$ cat config.mk
export PLATFORM = sky130hd
export DESIGN_NAME = pfr_seq
export DESIGN_NICKNAME = d
export VERILOG_FILES = /design/src/rtl/pfr_pkg.sv /design/src/rtl/pfr_sync.sv /design/src/rtl/pfr_timer.sv /design/src/rtl/pfr_ctrl.sv /design/src/rtl/pfr_seq.sv
export SDC_FILE = /design/constraint.sdc
export NUM_CORES = 1
export LEC_CHECK = 0
export ABC_CLOCK_PERIOD_IN_PS = 2700
export BUFFER_PORTS_ARGS = -buffer_cell sky130_fd_sc_hd__buf_2
export CAP_MARGIN = 10
export CORE_MARGIN = 2
export CORE_UTILIZATION = 53
export DETAILED_ROUTE_END_ITERATION = 10
export PLACE_DENSITY = 0.76
export SKIP_LAST_GASP = 1
export SLEW_MARGIN = 20
export SYNTH_ARGS = -nofsm -noshare
export SYNTH_HDL_FRONTEND = slang
export SYNTH_SLANG_ARGS = --single-unit
export TNS_END_PERCENT = 5
$ cat constraint.sdc
create_clock -name clk -period 2.7 [get_ports clk]
set_input_delay 0.54 -clock clk [delete_from_list [all_inputs] [get_ports clk]]
set_output_delay 0.54 -clock clk [all_outputs]
set_load 0.1 [all_outputs]
$ cat src/rtl/pfr_pkg.sv
package pfr_pkg;
  typedef enum logic [1:0] {
    PH_FAILED  = 2'd0,
    PH_OSCWAIT = 2'd1,
    PH_HOLD    = 2'd2,
    PH_RUN     = 2'd3
  } phase_e;

  typedef struct packed {
    logic clr;
    logic inc;
  } tmr_cmd_t;

  typedef struct packed {
    logic holdDone;
    logic waitDone;
  } tmr_sts_t;
endpackage

$ cat src/rtl/pfr_sync.sv
module pfr_sync #(
  parameter int STAGES = 2
) (
  input  logic clk,
  input  logic rst_n,
  input  logic dIn,
  output logic qOut
);
  logic [STAGES-1:0] chain;

  for (genvar i = 0; i < STAGES; i++) begin : g_stage
    if (i == 0) begin : g_first
      always_ff @(posedge clk or negedge rst_n) begin
        if (!rst_n) chain[0] <= 1'b0;
        else        chain[0] <= dIn;
      end
    end else begin : g_rest
      always_ff @(posedge clk or negedge rst_n) begin
        if (!rst_n) chain[i] <= 1'b0;
        else        chain[i] <= chain[i-1];
      end
    end
  end

  assign qOut = chain[STAGES-1];
endmodule

$ cat src/rtl/pfr_timer.sv
module pfr_timer
  import pfr_pkg::*;
#(
  parameter int HOLD_TICKS      = 8192,
  parameter int OSC_WAIT_CYCLES = 65536
) (
  input  logic     clk,
  input  logic     rst_n,
  input  tmr_cmd_t cmd,
  output tmr_sts_t sts
);
  localparam int MAXV  = (HOLD_TICKS > OSC_WAIT_CYCLES) ? HOLD_TICKS : OSC_WAIT_CYCLES;
  localparam int CNT_W = $clog2(MAXV + 1);
  localparam logic [CNT_W-1:0] HOLD_LAST = CNT_W'(HOLD_TICKS - 1);
  localparam logic [CNT_W-1:0] WAIT_LAST = CNT_W'(OSC_WAIT_CYCLES - 1);

  logic [CNT_W-1:0] count;

  always_ff @(posedge clk or negedge rst_n) begin
    if (!rst_n)       count <= '0;
    else if (cmd.clr) count <= '0;
    else if (cmd.inc) count <= count + CNT_W'(1);
  end

  assign sts.holdDone = (count == HOLD_LAST);
  assign sts.waitDone = (count == WAIT_LAST);
endmodule

$ cat src/rtl/pfr_ctrl.sv
module pfr_ctrl
  import pfr_pkg::*;
(
  input  logic     clk,
  input  logic     rst_n,
  input  logic     goodSync,
  input  logic     tick,
  input  logic     oscStopBit,
  input  logic     oscReady,
  input  tmr_sts_t sts,
  output tmr_cmd_t cmd,
  output phase_e   phase,
  output logic     rstPullLow,
  output logic     writeProtect
);
  phase_e phaseNext;

  always_comb begin
    phaseNext = phase;
    cmd       = '0;
    unique case (phase)
      PH_FAILED: begin
        if (goodSync) begin
          cmd.clr   = 1'b1;
          phaseNext = oscStopBit ? PH_OSCWAIT : PH_HOLD;
        end
      end
      PH_OSCWAIT: begin
        if (!goodSync) begin
          phaseNext = PH_FAILED;
        end else if (oscReady || sts.waitDone) begin
          cmd.clr   = 1'b1;
          phaseNext = PH_HOLD;
        end else begin
          cmd.inc = 1'b1;
        end
      end
      PH_HOLD: begin
        if (!goodSync) begin
          phaseNext = PH_FAILED;
        end else if (tick) begin
          if (sts.holdDone) phaseNext = PH_RUN;
          else              cmd.inc   = 1'b1;
        end
      end
      PH_RUN: begin
        if (!goodSync) phaseNext = PH_FAILED;
      end
      default: phaseNext = PH_FAILED;
    endcase
  end

  always_ff @(posedge clk or negedge rst_n) begin
    if (!rst_n) phase <= PH_FAILED;
    else        phase <= phaseNext;
  end

  assign rstPullLow   = (phase != PH_RUN);
  assign writeProtect = (phase == PH_FAILED);
endmodule

$ cat src/rtl/pfr_seq.sv
module pfr_seq
  import pfr_pkg::*;
#(
  parameter int SYNC_STAGES     = 2,
  parameter int HOLD_TICKS      = 8192,
  parameter int OSC_WAIT_CYCLES = 65536
) (
  input  logic clk,
  input  logic rst_n,
  input  logic pwrGood,
  input  logic tick,
  input  logic oscStopBit,
  input  logic oscReady,
  output logic rstPullLow,
  output logic writeProtect
);
  logic     goodSync;
  tmr_cmd_t tmrCmd;
  tmr_sts_t tmrSts;
  phase_e   phase;

  pfr_sync #(.STAGES(SYNC_STAGES)) u_sync (
    .clk   (clk),
    .rst_n (rst_n),
    .dIn   (pwrGood),
    .qOut  (goodSync)
  );

  pfr_ctrl u_ctrl (
    .clk          (clk),
    .rst_n        (rst_n),
    .goodSync     (goodSync),
    .tick         (tick),
    .oscStopBit   (oscStopBit),
    .oscReady     (oscReady),
    .sts          (tmrSts),
    .cmd          (tmrCmd),
    .phase        (phase),
    .rstPullLow   (rstPullLow),
    .writeProtect (writeProtect)
  );

  pfr_timer #(
    .HOLD_TICKS      (HOLD_TICKS),
    .OSC_WAIT_CYCLES (OSC_WAIT_CYCLES)
  ) u_timer (
    .clk   (clk),
    .rst_n (rst_n),
    .cmd   (tmrCmd),
    .sts   (tmrSts)
  );
endmodule

# Word-level counts from Yosys, hierarchy flattened
# Cells that the tools add are included.
# classes
n_addsub	1
n_eq_ne	11
n_mux	20
reduce_logical	4
# op_table
op	n
2-to-1 mux 17 bit	2
2-to-1 mux 2 bit	9
adder 17 x 1 -> 17 bit (second input constant)	1
equality test 17 x 13 -> 1 bit (second input constant)	1
equality test 17 x 16 -> 1 bit (second input constant)	1
one-hot mux 2 bit (4 select lines)	1
2-to-1 mux 1 bit	6
inequality test 3 bit (second input constant)	2
AND reduction 5 bit	1
equality test 2 bit (second input constant)	2
inequality test 2 bit (second input constant)	2
one-hot mux 1 bit (2 select lines)	2
inequality test 3 x 2 -> 1 bit (second input constant)	1
equality test 2 x 1 -> 1 bit (second input constant)	1
logical NOT 2 bit	1
inequality test 2 x 1 -> 1 bit (second input constant)	1
nonzero test 2 bit	1
logical OR 1 bit	1
# totals
regBits	21
output_inout_bits	2
wordCells	40

# Logic depth before layout (Yosys ltp)
# depth
depth_word	7
mapped_depth	12
ltp_nobuf	10

# Hierarchy
# From an unflattened synthesis, not the netlist that was laid out.
# unflattened
hier_cells	125
area_unflattened_um2	1191.1
# modules_own_cells
mod	instances	cells_per_inst	area_per_inst_um2	seq_area_each_um2
pfr_timer	1	94	897.1	425.4
pfr_ctrl	1	29	244.0	50.0
pfr_sync	1	2	50.0	50.0

# Worst setup path after synthesis
# OpenSTA, ideal clock, no wires.
# synth_timing
path_type	register to register
from	register u_timer.count[0]
to	register u_timer.count[13]
t_arrival_ns	2.789
required_ns	2.622
path_slack_ns	-0.168
path_stages_with_launch	12
period_less_slack_ns	2.868
path_cell_list	dfrtp_1 ha_1 nand3_1 and3b_1 buf_6 and3_2 ha_1 and4bb_4 o21ai_4 nor4_2 or3b_1 a21oi_1
# synth_between
elab_chain_len	6
# synth_rtl
item	line	rtl
start: declaration	pfr_timer.sv:17	logic [CNT_W-1:0] count;
start signal: assignment	pfr_timer.sv:22	else if (cmd.inc) count <= count + CNT_W'(1);
parallel branches: the longest is 6 deep, another holds adder 17 x 1 -> 17 bit	--	
# Several ways; the timed one is not identified. The select of a mux whose other input is x is not followed.
# A chain may end at the register's enable or synchronous reset.

# Final worst setup path
# layout_timing
from	register u_timer.count[1]
to	register u_timer.count[6]
# Same word-level chain as after synthesis.

==> impl_results.md <==
- Slew Limit Fails: 0
- #FFs+latches synth: 21
- Max-Cap Viols: 0
- Synthesized instance count: 129
- Final WL: 2590 um
- Final instance area: 0.00149 mm^2
- Antenna cells: 0
- Die width: 53.5 um
- Chip Height: 53.5 um
- Pint: 0.000553 W
- Combinational share of power: 46.7%
- Slew headroom: 64.8%
- Share of cells above drive strength 1: 30.6%
- GR Overflow Total: 0
- Syn nets: 141
- Port-buffer cells: 7
- Leading area contributor after synthesis: dfrtp_1
- Fillers: 176
- Asr flop ratio synth: 100%
- Final Wtd Congestion: 0.814
- Hold Crit Class: in2async
- Number of global-route vias before repair: 1013
- Period utilization: 97.5%
- Final setup fails: 0
- Root Buffer: clkbuf_4
- DRT Pass-1 Iters: 4
- Layer with the highest usage: met2
- Register area share after synthesis: 40.4%
- Sequential power share: 37.9%
- Fin crit period: 2.63 ns
- Slowest CP cell: or4b_1
- Largest net degree at the start of global routing: 22
- Status: finished, final reports clean
- Met2 usage: 34.2%
- Synth-to-Final Area Change: 14.9%
- P_sw: 0.000426 W
- Met1 Use GR: 28.2%
- Core ar.: 0.00228 mm^2
- Num ports: 8
- Htree depth: 1
- Synth top area cells: dfrtp_1 (40%), ha_1 (5.8%), xnor2_1 (4.0%)
- Switching Share: 43.5%
- CP max FO: 6
- First DRT Iteration DRCs: 27
- HPWL reported at the end of detailed placement: 1920 um
- Clock slew at reported path FFs: 0.12 ns
- Tot GR Track Use: 20.9%
- Clock skew: 0.00146 ns
- Top FF cell, synth: dfrtp_1
- Final nets: 160
- Post-route ant nets: 0
- Rows: 17
- Synth unique cells: 44
- Slew at the pin closest to its max-slew limit: 0.524 ns
- Hold WS: 0.172 ns
- Peak Freq: 380 MHz
- Mean Syn Cell Area: 10.1 um^2
- Initial core utilization: 57.1%
- Post-synth EDFFs: 0
- Endpoint class of the critical path: register
- Placed inst area: 0.00144 mm^2
- Most frequent cells after synthesis: dfrtp_1 (21), nor2_1 (13), nand2_1 (11)
- Initial antenna violation count: 0
- Clk_lat worst skew: 0.30 ns
- Dominant cell by count in the synthesized netlist: dfrtp_1
- P_leak: 0.628 nW
- Clock share of power: 15.4%
- Overall Power: 0.000979 W
- Via density: 5.98
- Num CTS Buffers: 3
- # DRC: 0
- Worst VDD drop: 665 uV
- Global-route wire length before repair: 4430 um
- Hold Fails Final Rpt: 0
- Yosys warns: 0
- Via count: 1047
- Die footprint: 0.00286 mm^2
- Power per standard cell area: 655 mW/mm^2
- WL per Instance: 14.8 um
- Area share of the largest cell type after synthesis: 40.4%
- CP max stage delay: 0.45 ns
- Num Clock Sinks: 21
- Startpoint Class: register
- CTS max path bufs: 2
- CP arrival: 2.88 ns
- CTS tree: done
- Critical Path RT: 2.94 ns
- WS Path Type: reg2reg
- Crit-path cells: ha_2, nand3_4, and3b_1, and3_4, ha_4, and4bb_4, o21ai_4, buf_4, a211oi_2, or4b_1, nand2_1
- Synthesized area: 0.00130 mm^2
- Grt met3 use: 3.11%
[worst paths after layout]
| kind | slack, ns | startpoint | end | cells past startpoint |
|---|---|---|---|---|
| min reg2reg | 0.36 | u_sync.chain[0] | u_sync.qOut | 0 |
| min | 0.17 | rst_n | u_timer.count[1] | 1 |
| max in group asynchronous | 2.22 | rst_n | u_timer.count[14] | 1 |
| max reg2reg | 0.07 | u_timer.count[1] | u_timer.count[6] | 11 |
| max | 0.07 | u_timer.count[1] | u_timer.count[6] | 11 |
| min in group clk | 0.34 | pwrGood | u_sync.chain[0] | 1 |
[power by group through the flow]
stage | clock, W | sequential [W] | combinational (W)
final | 0.000151 | 0.000371 | 0.000457
after detailed placement | 0 | 0.000377 | 0.000448
after global placement | 0 | 0.000375 | 0.000438
after floorplan | 0 | 0.000374 | 0.000352
after global routing | 0.000177 | 0.000376 | 0.000497
after CTS | 0.000156 | 0.000370 | 0.000453
[worst max-delay path: cells and delay by family (launching register included)]
| family | cells | cell delay (ns) |
|---|---|---|
| buffers and inverters | 1 | 0.16 |
| DFF | 1 | 0.40 |
| and+or+nand+nor | 6 | 1.33 |
| adders and majority gates | 2 | 0.36 |
| AOI/OAI and AO/OA | 2 | 0.32 |
[repair_timing]
action / in CTS / in global routing
endpoints found under the setup margin: 1 / 2
gates resized for setup: 2 / 2
setup buffers: 0 / 1
hold buffers: 0 / 0
pin swaps: 0 / 1
[layer usage]
metal	part of all wire, %	vias up
met5	0	-
met4	0.81	0
met1	48	519
li1	-	508
met3	2.4	2
met2	49	18
[cell families (layout without fill, tap and decap cells)]
logic type | after synthesis | after routing | synth area share [%]
buf+inv | 11 | 29 | 5.49
xor+xnor | 6 | 6 | 4.04
mux | 3 | 3 | 2.41
simple gates | 51 | 51 | 23.8
fa+ha+maj | 6 | 6 | 5.77
compound gates | 31 | 31 | 18.1
flops | 21 | 21 | 40.4
[cell type report]
cell class                      count  area [um^2]  share of cell area, %
Sequential cell                    21          526                   35.2
Timing Repair Buffer               19          125                   8.38
Tap cell                           28         35.0                   2.35
Clock buffer                        3         22.5                   1.51
Clock inverter                      1         5.00                  0.335
Inverter                            6         22.5                   1.51
Multi-Input combinational cell     97          758                   50.8
[placed cells by master (no fill, tap or decap), drive strengths merged]
cell type	Yosys	layout
and4bb	2	2
nor3	2	2
a31o	2	2
nor4b	1	1
clkbuf	1	3
a211oi	2	2
o41ai	2	2
dfrtp	21	21
o21ai	4	4
o211ai	1	1
nor4	3	3
a21o	1	1
a21bo	1	1
a21oi	9	9
a31oi	1	1
clkinv	0	1
and4	1	1
and3	3	3
and3b	1	1
o311ai	2	2
a2111oi	1	1
nor2	13	13
or4	3	3
buf	4	19
nand4	1	1
o21a	3	3
mux2i	2	2
o31a	1	1
o31ai	1	1
nand3b	1	1
inv	6	6
nand2	11	11
nand2b	2	2
or3b	1	1
mux2	1	1
xnor2	6	6
ha	6	6
nand3	5	5
or4b	1	1
[sequential cells by signal, indices dropped and copies added, names as in the netlist]
register	cells
u_timer.count	17
u_ctrl.phase	2
u_sync.chain	1
u_sync.qOut	1
[through the flow]
| stage | setup TNS, ns | utilization [%] | instances | setup WS (ns) |
|---|---|---|---|---|
| finish | 0 | 65.6 | 175 | 0.0677 |
| global placement | 0 | 63.4 | 170 | 0.120 |
| floorplan | 0 | - | 129 | 0.0143 |
| global route | -0.00129 | 65.6 | 175 | -0.00129 |
| detailed placement | -0.00843 | 63.4 | 170 | -0.00843 |
| CTS | 0 | 65.0 | 174 | 0.0353 |
No activity file was read; power rests on OpenSTA's default activity.
